### src/rtl/jsr_pkg.sv
package jsr_pkg;
  localparam int WORD_W    = 32;
  localparam int PKT_WORDS = 5;
  localparam int PKT_BITS  = WORD_W * PKT_WORDS;

  // Command stream pushed through the configuration-input register.
  function automatic logic [WORD_W-1:0] pkt_word(input int idx);
    case (idx)
      0:       return 32'hAA995566;
      2:       return 32'h2800E001;
      default: return 32'h20000000;
    endcase
  endfunction

  // Total TCK rises in one scripted run.
  function automatic int steps_total(input int ir_len);
    return 5 + 1 + 4 + ir_len + 4 + PKT_BITS + 5 + ir_len + 4 + WORD_W + 5 + 5;
  endfunction
endpackage

### src/rtl/jsr_tck_gen.sv
module jsr_tck_gen #(
  parameter int HALF_DIV = 2
) (
  input  logic clk,
  input  logic rst_n,
  input  logic run,
  output logic tick
);
  localparam int CW = (HALF_DIV > 1) ? $clog2(HALF_DIV) : 1;
  logic [CW-1:0] cnt_q;

  assign tick = run && (cnt_q == CW'(HALF_DIV - 1));

  always_ff @(posedge clk or negedge rst_n) begin
    if (!rst_n)             cnt_q <= '0;
    else if (!run || tick)  cnt_q <= '0;
    else                    cnt_q <= cnt_q + 1'b1;
  end
endmodule

### src/rtl/jsr_script.sv
module jsr_script
  import jsr_pkg::*;
#(
  parameter int                IR_LEN     = 10,
  parameter logic [IR_LEN-1:0] CFG_IN_OP  = 10'h3C5,
  parameter logic [IR_LEN-1:0] CFG_OUT_OP = 10'h3C4,
  parameter int                STEP_W     = 8
) (
  input  logic [STEP_W-1:0] step,
  output logic              tms_o,
  output logic              tdi_o,
  output logic              cap_o
);
  localparam int S_RTI   = 5;
  localparam int S_TOIR1 = S_RTI + 1;
  localparam int S_IR1   = S_TOIR1 + 4;
  localparam int S_TODR1 = S_IR1 + IR_LEN;
  localparam int S_PKT   = S_TODR1 + 4;
  localparam int S_TOIR2 = S_PKT + PKT_BITS;
  localparam int S_IR2   = S_TOIR2 + 5;
  localparam int S_TODR2 = S_IR2 + IR_LEN;
  localparam int S_CAP   = S_TODR2 + 4;
  localparam int S_TOIR3 = S_CAP + WORD_W;
  localparam int S_RST   = S_TOIR3 + 5;

  int                s;
  int                off;
  logic [IR_LEN-1:0] op_sh;
  logic [WORD_W-1:0] wd_sh;

  always_comb begin
    s     = int'(step);
    off   = 0;
    op_sh = '0;
    wd_sh = '0;
    tms_o = 1'b1;
    tdi_o = 1'b0;
    cap_o = 1'b0;
    if (s < S_RTI) begin
      tms_o = 1'b1;
    end else if (s < S_TOIR1) begin
      tms_o = 1'b0;
    end else if (s < S_IR1) begin
      tms_o = (s - S_TOIR1) < 2;
    end else if (s < S_TODR1) begin
      off   = s - S_IR1;
      op_sh = CFG_IN_OP >> off;
      tdi_o = op_sh[0];
      tms_o = (off == IR_LEN - 1);
    end else if (s < S_PKT) begin
      tms_o = (s - S_TODR1) < 2;
    end else if (s < S_TOIR2) begin
      off   = s - S_PKT;
      wd_sh = pkt_word(off / WORD_W) >> (WORD_W - 1 - (off % WORD_W));
      tdi_o = wd_sh[0];
      tms_o = (off == PKT_BITS - 1);
    end else if (s < S_IR2) begin
      tms_o = (s - S_TOIR2) < 3;
    end else if (s < S_TODR2) begin
      off   = s - S_IR2;
      op_sh = CFG_OUT_OP >> off;
      tdi_o = op_sh[0];
      tms_o = (off == IR_LEN - 1);
    end else if (s < S_CAP) begin
      tms_o = (s - S_TODR2) < 2;
    end else if (s < S_TOIR3) begin
      off   = s - S_CAP;
      cap_o = 1'b1;
      tms_o = (off == WORD_W - 1);
    end else if (s < S_RST) begin
      tms_o = (s - S_TOIR3) < 3;
    end else begin
      tms_o = 1'b1;
    end
  end
endmodule

### src/rtl/jsr_capture.sv
module jsr_capture #(
  parameter int W = 32
) (
  input  logic         clk,
  input  logic         rst_n,
  input  logic         clear,
  input  logic         shift_en,
  input  logic         bit_in,
  output logic [W-1:0] word
);
  always_ff @(posedge clk or negedge rst_n) begin
    if (!rst_n)        word <= '0;
    else if (clear)    word <= '0;
    else if (shift_en) word <= {word[W-2:0], bit_in};
  end
endmodule

### src/rtl/jtag_stat_reader.sv
module jtag_stat_reader
  import jsr_pkg::*;
#(
  parameter int                HALF_DIV   = 2,
  parameter int                IR_LEN     = 10,
  parameter logic [IR_LEN-1:0] CFG_IN_OP  = 10'h3C5,
  parameter logic [IR_LEN-1:0] CFG_OUT_OP = 10'h3C4
) (
  input  logic              clk,
  input  logic              rst_n,
  input  logic              start,
  output logic              busy,
  output logic              done,
  output logic [WORD_W-1:0] status_word,
  output logic              tck,
  output logic              tms,
  output logic              tdi,
  input  logic              tdo
);
  localparam int N_STEPS = steps_total(IR_LEN);
  localparam int STEP_W  = $clog2(N_STEPS + 1);
  localparam logic [STEP_W-1:0] LAST = STEP_W'(N_STEPS - 1);

  logic              busy_q, done_q, tck_q, tms_q, tdi_q, cap_q;
  logic [STEP_W-1:0] step_q, sidx;
  logic              tick, s_tms, s_tdi, s_cap;
  logic              accept, rise_now;

  assign accept   = start && !busy_q;
  assign rise_now = busy_q && tick && !tck_q;
  assign sidx     = busy_q ? step_q + 1'b1 : '0;

  jsr_tck_gen #(.HALF_DIV(HALF_DIV)) tck_gen_i (
    .clk(clk), .rst_n(rst_n), .run(busy_q), .tick(tick)
  );

  jsr_script #(
    .IR_LEN(IR_LEN), .CFG_IN_OP(CFG_IN_OP), .CFG_OUT_OP(CFG_OUT_OP), .STEP_W(STEP_W)
  ) script_i (
    .step(sidx), .tms_o(s_tms), .tdi_o(s_tdi), .cap_o(s_cap)
  );

  jsr_capture #(.W(WORD_W)) capture_i (
    .clk(clk), .rst_n(rst_n), .clear(accept),
    .shift_en(rise_now && cap_q), .bit_in(tdo), .word(status_word)
  );

  always_ff @(posedge clk or negedge rst_n) begin
    if (!rst_n) begin
      busy_q <= 1'b0;
      done_q <= 1'b0;
      tck_q  <= 1'b0;
      tms_q  <= 1'b1;
      tdi_q  <= 1'b0;
      cap_q  <= 1'b0;
      step_q <= '0;
    end else begin
      done_q <= 1'b0;
      if (accept) begin
        busy_q <= 1'b1;
        step_q <= '0;
        tck_q  <= 1'b0;
        tms_q  <= s_tms;
        tdi_q  <= s_tdi;
        cap_q  <= s_cap;
      end else if (busy_q && tick) begin
        if (!tck_q) begin
          tck_q <= 1'b1;
        end else begin
          tck_q <= 1'b0;
          if (step_q == LAST) begin
            busy_q <= 1'b0;
            done_q <= 1'b1;
            tms_q  <= 1'b1;
            tdi_q  <= 1'b0;
            cap_q  <= 1'b0;
          end else begin
            step_q <= step_q + 1'b1;
            tms_q  <= s_tms;
            tdi_q  <= s_tdi;
            cap_q  <= s_cap;
          end
        end
      end
    end
  end

  assign busy = busy_q;
  assign done = done_q;
  assign tck  = tck_q;
  assign tms  = tms_q;
  assign tdi  = tdi_q;
endmodule

### config.mk
export PLATFORM = sky130hd
export DESIGN_NAME = jtag_stat_reader
export DESIGN_NICKNAME = d
export VERILOG_FILES = /design/src/rtl/jsr_pkg.sv /design/src/rtl/jsr_tck_gen.sv /design/src/rtl/jsr_script.sv /design/src/rtl/jsr_capture.sv /design/src/rtl/jtag_stat_reader.sv
export SDC_FILE = /design/constraint.sdc
export NUM_CORES = 1
export LEC_CHECK = 0
export ABC_AREA = 1
export BUFFER_PORTS_ARGS = -buffer_cell sky130_fd_sc_hd__buf_4
export CORE_MARGIN = 3
export CORE_UTILIZATION = 33
export CTS_BUF_LIST = sky130_fd_sc_hd__clkbuf_4 sky130_fd_sc_hd__clkbuf_8 sky130_fd_sc_hd__clkbuf_16
export DETAILED_ROUTE_END_ITERATION = 8
export SYNTH_ARGS = -nofsm -noshare
export SYNTH_HDL_FRONTEND = slang
export SYNTH_SLANG_ARGS = --single-unit
### constraint.sdc
create_clock -name clk -period 9.7 [get_ports clk]
set_input_delay 0.485 -clock clk [delete_from_list [all_inputs] [get_ports clk]]
set_output_delay 0.485 -clock clk [all_outputs]
set_load 0.01 [all_outputs]
==> results by group <==
Floorplan
  – Core Box Area: 9860 sq um
  – Die width: 107 microns
  – I/O pin cnt: 41
  – Num rows: 36
  – Die area: 11,500 sq um
  – Starting Density: 34.2%
  – Die extent in y: 107 microns

Placed design
  – GPL Wtd Cong: 0.991
  – PortBufs: 40
  – DPL Wire Length: 6920 microns
  – DP Area: 3790 sq um

Critical path
  – CP startpoint: step_q[0]
  – R2r setup slk: 5.09 ns
  – Reg2Reg Depth: 27
  – Crit path max fanout: 6
  – CP max-delay cell: dfrtp_1
  – Worst r2r dst: tdi
  – Reg2reg start: step_q[0]
  – WP data required: 9.94 ns
  – WP data arrival: 4.85 ns
  – CP max stage delay: 0.49 ns
  – CP Capture Point: tdi
  – Crit path launch type: register
  – Crit. End Element: register
  – Crit Path Category: register to register
  – Top cell by count, worst path: nand2_1

Power
  – Total power draw: 1130 uW
  – VDD IR max: 0.118 mV
  – Cell area power density: 291 nW/um^2
  – Leak Pwr: 0.00200 uW

Detailed routing
  – Drt first pass iters: 4
  – Via count: 3,146
  – DR iter-0 viols: 267
  – Avg Vias per Cell: 5.04
  – Final wirelength: 8900 microns
  – Average wire per standard cell: 14.3 microns
  – DRC: 0
  – ANT nets after route: 0

CTS
  – # hold bufs at CTS: 0
  – Post_cts resized: 0
  – Clk buf depth: 2
  – Reg clk slew, reported paths: 0.10 ns
  – H-tree depth: 2
  – CTS tree: built
  – Root Buffer: clkbuf_8
  – Clk_lat worst skew: 0.31 ns
  – Setup bufs post-CTS: 0
  – Clock buffer count from CTS: 5
  – Clock Sinks: 47

STA
  – Clock skew: 0.0113 ns
  – Final count of negative-setup-slack endpoints: 0
  – Hold Slack: 0.176 ns
  – Max Slew Vio Count: 0
  – Final Hold Fails: 0
  – Setup TNS: 0 ns
  – Peak Freq: 217 MHz
  – Worst Max-Slew Pin Slew: 0.692 ns
  – Fin crit share: 47.5%
  – Relative max-transition margin: 53.8%
  – RSZ-0062 raised after global routing: false
  – Min cycle time layout: 4.61 ns

Yosys
  – Post-synth EDFFs: 0
  – Synth Instances: 450
  – Commonest cells post-synth: 94 x nand2_1, 76 x inv_1, 46 x dfrtp_1
  – Syn_area_per_cell: 7.49 sq um
  – Largest area contributor in the netlist: dfrtp_1
  – Most frequent cell after synthesis: nand2_1
  – Yosys top cell area share: 34.2%
  – Synth top area cells: dfrtp_1 34%, nand2_1 10%, inv_1 8.5%
  – Ys async rst share: 100%
  – Syn Nets: 476
  – Synth Flop Type: dfrtp_1
  – Distinct cells, synth: 42
  – Seq cells post-synth: 47
  – Synthesized cell area: 3370 sq um
  – Register area share after synthesis: 34.9%
  – Yosys Warn Count: 0

Cells and area
  – Ant. Diodes: 0
  – Final core utilization: 39.4%
  – Post-Layout Inst Area: 3890 sq um
  – Share of cells above drive strength 1: 16.7%
  – # nets final: 516
  – Sequential cell area: 1180 sq um
  – Area Overhead vs Synth: 15.5%
  – Fillcell total: 998
  – Area taken by multi-input logic gates: 1830 sq um

Hold path
  – Hold Crit Class: input pin to async pin

GRT
  – Total congestion overflow: 0
  – Vias in the first global route: 3,119
  – Largest net degree at the start of global routing: 48
  – Global Route Usage Sum: 15.8%
  – First-pass GRT wire length: 15,100 microns
  – Initial antenna violation count: 0

Job
  – Max Cap Violations: 0

Run status
  – Outcome: completed
[cell type report]
type | instances | share of cell area (%)
Inverter | 83 | 8.14
Tap cell | 133 | 4.28
Multi-Input combinational cell | 313 | 47.1
Clock buffer | 5 | 1.77
Sequential cell | 47 | 30.3
Clock inverter | 3 | 0.707
Timing Repair Buffer | 40 | 7.72
[logic make-up (layout without fill, tap and decap cells)]
group,Yosys count,after routing,synth area share [%]
DFF,47,47,34.9
adders and majority gates,22,22,8.17
AOI/OAI and AO/OA,82,82,15.0
buffers and inverters,90,131,10.6
xor gates and xnor gates,8,8,2.53
and+or+nand+nor,201,201,28.8
[flip-flops by register name, summed over array words and instances, names as in the netlist]
| register | flops |
|---|---|
| capture_i.word | 32 |
| step_q | 8 |
| busy | 1 |
| cap_q | 1 |
| done | 1 |
| tck | 1 |
| tck_gen_i.cnt_q | 1 |
| tdi | 1 |
| tms | 1 |
[metrics by stage]
stage,instances,setup WS [ns]
global route,624,4.62
global placement,616,5.32
floorplan,450,5.66
detailed placement,616,5.15
finish,624,5.09
CTS,624,5.13
[worst max-delay path: cells and delay by family (launching register included)]
kind,cells,cell delay [ns]
buffers and inverters,3,0.27
AND/OR/NAND/NOR,17,1.96
XOR/XNOR,1,0.37
adder cells (fa/ha/maj),5,1.30
AO/OA/AOI/OAI,1,0.14
flip-flops,1,0.49
[routing by layer]
metal  share of wire [%]  global-route usage [%]  up-vias
li1                    -                       -     1570
met1                  45                    20.8     1470
met2                  47                    26.9       95
met3                 6.3                    3.07       11
met4                 1.8                    3.65        0
met5                   0                       0        -
[cells in the final DEF (no fill, tap or decap), drive strengths merged, types with 5 or more instances in the layout]
cell type / synthesis / layout
nand2: 103 / 103
inv: 81 / 83
dfrtp: 46 / 46
buf: 2 / 40
nor2: 39 / 39
nand3: 29 / 29
o21ai: 27 / 27
o22ai: 24 / 24
ha: 22 / 22
nor3: 13 / 13
nand4: 13 / 13
a21oi: 13 / 13
xor2: 6 / 6
o31ai: 5 / 5
a31oi: 5 / 5
clkbuf: 5 / 5
[where the power goes]
part           total (uW)  internal, uW  switching [uW]
clock                 126          53.5            72.4
sequential            248           222            25.9
combinational         759           253             506
total                1130           528             604
[worst min path at each step]
stage	from	to	slack, ns	depth (start not counted)
3_5_place_dp	tck_gen_i.cnt_q	tck_gen_i.cnt_q	0.42	1
6_report	rst_n	capture_i.word[19]	0.18	1
3_3_place_gp	tck_gen_i.cnt_q	tck_gen_i.cnt_q	0.42	1
2_1_floorplan	rst_n	busy	0.19	0
5_1_grt	rst_n	capture_i.word[2]	0.20	1
4_1_cts	rst_n	capture_i.word[19]	0.19	1
(Power assumes the default switching activity.)
